--- src/rtl/mdio_bridge_pkg.sv ---
package mdio_bridge_pkg;
  localparam int PHY_W  = 5;
  localparam int REG_W  = 5;
  localparam int HALF_W = 16;

  typedef enum logic [1:0] {
    ACC_NONE = 2'd0,
    ACC_PAGE = 2'd1,
    ACC_WORD = 2'd2,
    ACC_MISS = 2'd3
  } acc_kind_e;
endpackage

--- src/rtl/mrb_decode.sv ---
module mrb_decode
  import mdio_bridge_pkg::*;
#(
  parameter int              PAGE_W    = 9,
  parameter int              PHY_LO_W  = 3,
  parameter logic [PHY_W-1:0] WIN_BASE = 5'h10,
  parameter logic [PHY_W-1:0] PAGE_PHY = 5'h1F,
  parameter logic [REG_W-1:0] PAGE_REG = 5'h10,
  localparam int             AW        = PAGE_W + PHY_LO_W + REG_W - 1
) (
  input  logic              req_valid,
  input  logic [PHY_W-1:0]  req_phy,
  input  logic [REG_W-1:0]  req_reg,
  input  logic [PAGE_W-1:0] page,
  output acc_kind_e         kind,
  output logic              half_hi,
  output logic [AW-1:0]     word_addr
);
  localparam logic [PHY_W-1:0] LO_MASK = PHY_W'((1 << PHY_LO_W) - 1);

  function automatic logic in_window(input logic [PHY_W-1:0] phy);
    return (phy & ~LO_MASK) == WIN_BASE;
  endfunction

  function automatic logic [AW-1:0] compose(input logic [PAGE_W-1:0] pg,
                                            input logic [PHY_W-1:0]  phy,
                                            input logic [REG_W-1:0]  rg);
    return {pg, phy[PHY_LO_W-1:0], rg[REG_W-1:1]};
  endfunction

  always_comb begin
    if (!req_valid)
      kind = ACC_NONE;
    else if (req_phy == PAGE_PHY && req_reg == PAGE_REG)
      kind = ACC_PAGE;
    else if (in_window(req_phy))
      kind = ACC_WORD;
    else
      kind = ACC_MISS;
  end

  assign half_hi   = req_reg[0];
  assign word_addr = compose(page, req_phy, req_reg);
endmodule

--- src/rtl/mrb_page_reg.sv ---
module mrb_page_reg #(
  parameter int PAGE_W = 9
) (
  input  logic              clk,
  input  logic              rst_n,
  input  logic              wr_en,
  input  logic [PAGE_W-1:0] wdata,
  output logic [PAGE_W-1:0] page
);
  always_ff @(posedge clk) begin
    if (!rst_n)     page <= '0;
    else if (wr_en) page <= wdata;
  end


  page_only_on_write_chk: assert property (@(posedge clk) disable iff (!rst_n)
    !$stable(page) |-> $past(wr_en));


  page_loads_chk: assert property (@(posedge clk) disable iff (!rst_n)
    wr_en |=> page == $past(wdata));
endmodule

--- src/rtl/mrb_half_asm.sv ---
module mrb_half_asm
  import mdio_bridge_pkg::*;
#(
  parameter int AW = 16
) (
  input  logic              clk,
  input  logic              rst_n,
  input  logic              wr_lo,
  input  logic              wr_hi,
  input  logic              rd_lo,
  input  logic              rd_hi,
  input  logic [AW-1:0]     addr,
  input  logic [HALF_W-1:0] wdata,
  output logic              be_wr_en,
  output logic              be_rd_en,
  output logic [AW-1:0]     be_addr,
  output logic [2*HALF_W-1:0] be_wdata,
  input  logic [2*HALF_W-1:0] be_rdata,
  output logic [HALF_W-1:0] rd_half
);
  logic [HALF_W-1:0] stage_hi;
  logic [HALF_W-1:0] shadow_hi;

  always_ff @(posedge clk) begin
    if (!rst_n) begin
      stage_hi  <= '0;
      shadow_hi <= '0;
    end else begin
      if (wr_hi) stage_hi  <= wdata;
      if (rd_lo) shadow_hi <= be_rdata[2*HALF_W-1:HALF_W];
    end
  end

  assign be_wr_en = wr_lo;
  assign be_rd_en = rd_lo;
  assign be_addr  = addr;
  assign be_wdata = {stage_hi, wdata};
  assign rd_half  = rd_hi ? shadow_hi : be_rdata[HALF_W-1:0];


  strobes_excl_chk: assert property (@(posedge clk) disable iff (!rst_n)
    $onehot0({be_wr_en, be_rd_en}));


  stage_kept_chk: assert property (@(posedge clk) disable iff (!rst_n)
    !wr_hi |=> $stable(stage_hi));


  shadow_kept_chk: assert property (@(posedge clk) disable iff (!rst_n)
    rd_hi |=> $stable(shadow_hi));
endmodule

--- src/rtl/mdio_reg_bridge.sv ---
module mdio_reg_bridge
  import mdio_bridge_pkg::*;
#(
  parameter int PAGE_W   = 9,
  parameter int PHY_LO_W = 3,
  localparam int AW      = PAGE_W + PHY_LO_W + REG_W - 1
) (
  input  logic              clk,
  input  logic              rst_n,
  input  logic              req_valid,
  input  logic              req_write,
  input  logic [PHY_W-1:0]  req_phy,
  input  logic [REG_W-1:0]  req_reg,
  input  logic [HALF_W-1:0] req_wdata,
  output logic              rsp_valid,
  output logic [HALF_W-1:0] rsp_rdata,
  output logic              be_wr_en,
  output logic              be_rd_en,
  output logic [AW-1:0]     be_addr,
  output logic [2*HALF_W-1:0] be_wdata,
  input  logic [2*HALF_W-1:0] be_rdata
);
  acc_kind_e         kind;
  logic              half_hi;
  logic [AW-1:0]     word_addr;
  logic [PAGE_W-1:0] page;
  logic [HALF_W-1:0] rd_half;
  logic              page_wr, is_word, is_read;
  logic              wr_lo, wr_hi, rd_lo, rd_hi;

  mrb_decode #(.PAGE_W(PAGE_W), .PHY_LO_W(PHY_LO_W)) i_decode (
    .req_valid (req_valid),
    .req_phy   (req_phy),
    .req_reg   (req_reg),
    .page      (page),
    .kind      (kind),
    .half_hi   (half_hi),
    .word_addr (word_addr)
  );

  assign is_read = req_valid && !req_write;
  assign is_word = kind == ACC_WORD;
  assign page_wr = req_valid && req_write && kind == ACC_PAGE;
  assign wr_lo   = req_valid && req_write && is_word && !half_hi;
  assign wr_hi   = req_valid && req_write && is_word &&  half_hi;
  assign rd_lo   = is_read && is_word && !half_hi;
  assign rd_hi   = is_read && is_word &&  half_hi;

  mrb_page_reg #(.PAGE_W(PAGE_W)) i_page (
    .clk   (clk),
    .rst_n (rst_n),
    .wr_en (page_wr),
    .wdata (req_wdata[PAGE_W-1:0]),
    .page  (page)
  );

  mrb_half_asm #(.AW(AW)) i_asm (
    .clk      (clk),
    .rst_n    (rst_n),
    .wr_lo    (wr_lo),
    .wr_hi    (wr_hi),
    .rd_lo    (rd_lo),
    .rd_hi    (rd_hi),
    .addr     (word_addr),
    .wdata    (req_wdata),
    .be_wr_en (be_wr_en),
    .be_rd_en (be_rd_en),
    .be_addr  (be_addr),
    .be_wdata (be_wdata),
    .be_rdata (be_rdata),
    .rd_half  (rd_half)
  );

  always_ff @(posedge clk) begin
    if (!rst_n) begin
      rsp_valid <= 1'b0;
      rsp_rdata <= '0;
    end else begin
      rsp_valid <= is_read;
      if (is_read) begin
        case (kind)
          ACC_PAGE: rsp_rdata <= HALF_W'(page);
          ACC_WORD: rsp_rdata <= rd_half;
          default:  rsp_rdata <= '1;
        endcase
      end
    end
  end


  rsp_only_reads_chk: assert property (@(posedge clk) disable iff (!rst_n)
    rsp_valid |-> $past(req_valid && !req_write));


  miss_ones_chk: assert property (@(posedge clk) disable iff (!rst_n)
    (is_read && kind == ACC_MISS) |=> rsp_rdata == 16'hFFFF);


  miss_quiet_chk: assert property (@(posedge clk) disable iff (!rst_n)
    kind == ACC_MISS |-> !be_wr_en && !be_rd_en);


  hi_no_backend_chk: assert property (@(posedge clk) disable iff (!rst_n)
    (req_valid && is_word && half_hi) |-> !be_rd_en && !be_wr_en);


  hi_write_quiet_chk: assert property (@(posedge clk) disable iff (!rst_n)
    wr_hi |-> !be_wr_en);
endmodule

--- config.mk ---
export PLATFORM = sky130hd
export DESIGN_NAME = mdio_reg_bridge
export DESIGN_NICKNAME = d
export VERILOG_FILES = /design/src/rtl/mdio_bridge_pkg.sv /design/src/rtl/mrb_decode.sv /design/src/rtl/mrb_page_reg.sv /design/src/rtl/mrb_half_asm.sv /design/src/rtl/mdio_reg_bridge.sv
export SDC_FILE = /design/constraint.sdc
export NUM_CORES = 1
export LEC_CHECK = 0
export ABC_AREA = 1
export ABC_CLOCK_PERIOD_IN_PS = 1220
export CORE_UTILIZATION = 41
export DETAILED_ROUTE_END_ITERATION = 10
export PLACE_DENSITY_LB_ADDON = 0.3
export SLEW_MARGIN = 20
export SYNTH_ARGS = -nofsm -noshare
export SYNTH_HDL_FRONTEND = slang
export SYNTH_SLANG_ARGS = --single-unit
--- constraint.sdc ---
create_clock -name clk -period 1.22 [get_ports clk]
set_input_delay 0.122 -clock clk [delete_from_list [all_inputs] [get_ports clk]]
set_output_delay 0.122 -clock clk [all_outputs]
set_load 0.05 [all_outputs]
==> reports/metrics.yaml, run 1 <==
status: "completed"
drcViolationCount: 0
synth.distinct_cells: 21
finalNetCount: 591
r2r_cells: 6
critical_path_class: "in -> out"
power_w: 0.00499
hold_viol_final: 0
synth_area_leader_cell: "dfxtp_1"
num_vias: 3010
gr-total-overflow: 0
root_buffer: "clkbuf_8"
n_antenna_cell: 0
hold_start: "req_valid"
die_y_um: 83.3
area_growth_pct: 90.4
end_kind: "primary output"
max_stage_delay_ns: 0.25
drive_above_1_share_pct: 28.1
syn_nets: 452
drv_cap: 0
required_ns: 1.10
timing.final.crit_share_pct: 98.6
yosys_register_bits: 58
cts_sinks: 58
power_density_mw_per_mm2: 968
ios: 129
worstPathCellList: "dlygate4sd2_1, inv_2, nand2_4, nor2_4, nand2_4, buf_12, inv_4, buf_12"
dp.cells: 588
fp.dieW_um: 83.3
hp-class: "in -> reg"
avgSynthCellArea_um2: 6.94
dp_hpwl_um: 6440
synthCells: 390
layout_commonest_cell: "buf_12"
cp_max_fo: 15
cts_tree: "yes"
synthTopCellsByArea: "dfxtp_1 (43%), nor2_1 (7.8%), inv_1 (7.6%)"
max_freq_mhz: 831
wl_um: 8830
routedWlPerCell_um: 14.4
tightest_slew_ns: 0.291
synth-seq-area-share_pct: 42.9
htreeDepth: 3
hold_depth: 4
rrSetupSlack_ns: 0.24
dieArea_mm2: 0.00693
whs_ns: 0.229
drt_iter0_markers: 178
rr_startpoint: "i_asm.shadow_hi[1]$_SDFFE_PN0P_"
vias_per_cell: 4.93
clkTransAtPathRegs_ns: 0.07
grt_pass1_wl_um: 14300
start_kind: "primary input"
cts.hold.buffers_added: 0
final_cell_count_no_fill: 611
crit_slowest_cell: "dlygate4sd2_1"
setup_ws_ns: 0.0166
gp_congestion: 0.798
core_mm2: 0.00635
drv_slew: 0
clk_latency_ns: 0.34
post-place-ws_ns: -0.529
worst_clock_skew_ns: 0.00719
start_util_pct: 42.6
grt_use_total_pct: 26.0
max_slew_margin_pct: 80.6
min_period_ns: 1.20
synthDominantCellAreaShare_pct: 42.9
power.leakage_nw: 2.28
final_cell_mix: "buf_12 (70), dfxtp_1 (58), inv_1 (53), nor2_1 (52), clkdlybuf4s50_1 (49)"
grt_pass1_vias: 3092
setup.worst_path.start: "req_write"
row_count: 29
port_buffers: 128
grt_max_degree: 40
worstPathArrival_ns: 1.08
cts_inserted_buffers: 9
yosys_warnings: 0
antenna_found_initial: 0
clockBufferDepth: 2
netlist_area_mm2: 0.00271
setup_viol: 0
ant_nets: 0
first_pass_iters: 4
vdd_ir_drop_max_mv: 0.982
## synthesized netlist by cell type
| library cell | n |
|---|---|
| buf_2 | 6 |
| nand2_1 | 50 |
| inv_2 | 5 |
| clkinv_1 | 1 |
| nand2_2 | 1 |
| nor3_4 | 1 |
| a21oi_2 | 1 |
| buf_6 | 1 |
| a31oi_1 | 9 |
| nor2_1 | 56 |
| nor2_2 | 2 |
| nand3_2 | 2 |
| inv_1 | 55 |
| nor3_1 | 1 |
| dfxtp_1 | 58 |
| buf_4 | 24 |
| nand3_1 | 27 |
| o21ai_0 | 23 |
| o21ai_1 | 25 |
| clkbuf_1 | 10 |
| a21oi_1 | 32 |
## kinds of logic (layout without fill, tap and decap cells)
logic type | Yosys count | count (layout) | synth area share [%]
buffers and inverters | 102 | 246 | 18.0
AO/OA/AOI/OAI | 90 | 90 | 17.2
AND/OR/NAND/NOR | 140 | 140 | 21.9
flip-flops | 58 | 58 | 42.9
## final timing paths
check	endpoint
max	be_rd_en
min	rsp_valid$_SDFF_PN0_
max reg2reg	rsp_rdata[1]$_SDFFE_PN0P_
min reg2reg	i_asm.shadow_hi[2]$_SDFFE_PN0P_
## layer usage
| metal | vias to the layer above | global-route usage [%] | part of all wire (%) |
|---|---|---|---|
| li1 | 1492 | - | - |
| met2 | 110 | 49.2 | 54 |
| met3 | 14 | 6.86 | 6.2 |
| met4 | 0 | 9.40 | 2.0 |
| met1 | 1394 | 27.2 | 37 |
| met5 | - | 0 | 0 |
## worst max-delay path, delay by kind of cell
family / cells / cell delay [ns]
buf+inv: 5 / 0.66
simple gates: 3 / 0.28
## power breakdown
part | internal [W] | switching, W | total (W)
clock | 0.000937 | 0.000781 | 0.00172
sequential | 0.00195 | 0.0000544 | 0.00201
combinational | 0.000636 | 0.000635 | 0.00127
## flip-flops by register name (all words and copies together) (netlist names)
name	count
i_asm.shadow_hi	16
rsp_valid	1
i_page.page	9
i_asm.stage_hi	16
rsp_rdata	16
## repair_timing
action | in CTS | in global routing
buffers inserted | 3 | 2
cloned | 2 | 0
pin swaps | 10 | 8
gates resized for setup | 36 | 8
endpoints found under the setup margin | 27 | 20
## layout make-up
| class | count | area (µm²) |
|---|---|---|
| clock inverters | 5 | 55.1 |
| multi-input cells | 230 | 1140 |
| well taps | 77 | 96.3 |
| fillers | 406 | 1190 |
| inverters | 61 | 231 |
| flip-flops and latches | 58 | 1160 |
| clock buffers | 11 | 131 |
| repair buffers | 169 | 2340 |
## metrics by stage
step           setup TNS (ns)  cell area [µm²]  utilization (%)
3_5_place_dp           -21.31             4800             75.6
6_report                    0             5160             81.2
2_1_floorplan               0             2720                -
4_1_cts                     0             5130             80.7
3_3_place_gp           -19.24             4800             75.6
5_1_grt               -0.0188             5160             81.2
No activity file was read; power rests on OpenSTA's default activity.
==> run 2: changes to the inputs <==
Settings changed: SLEW_MARGIN 20 to 10.
==> results of run 2 <==
The final DEF is identical to that of run 1; final timing and power are the same.
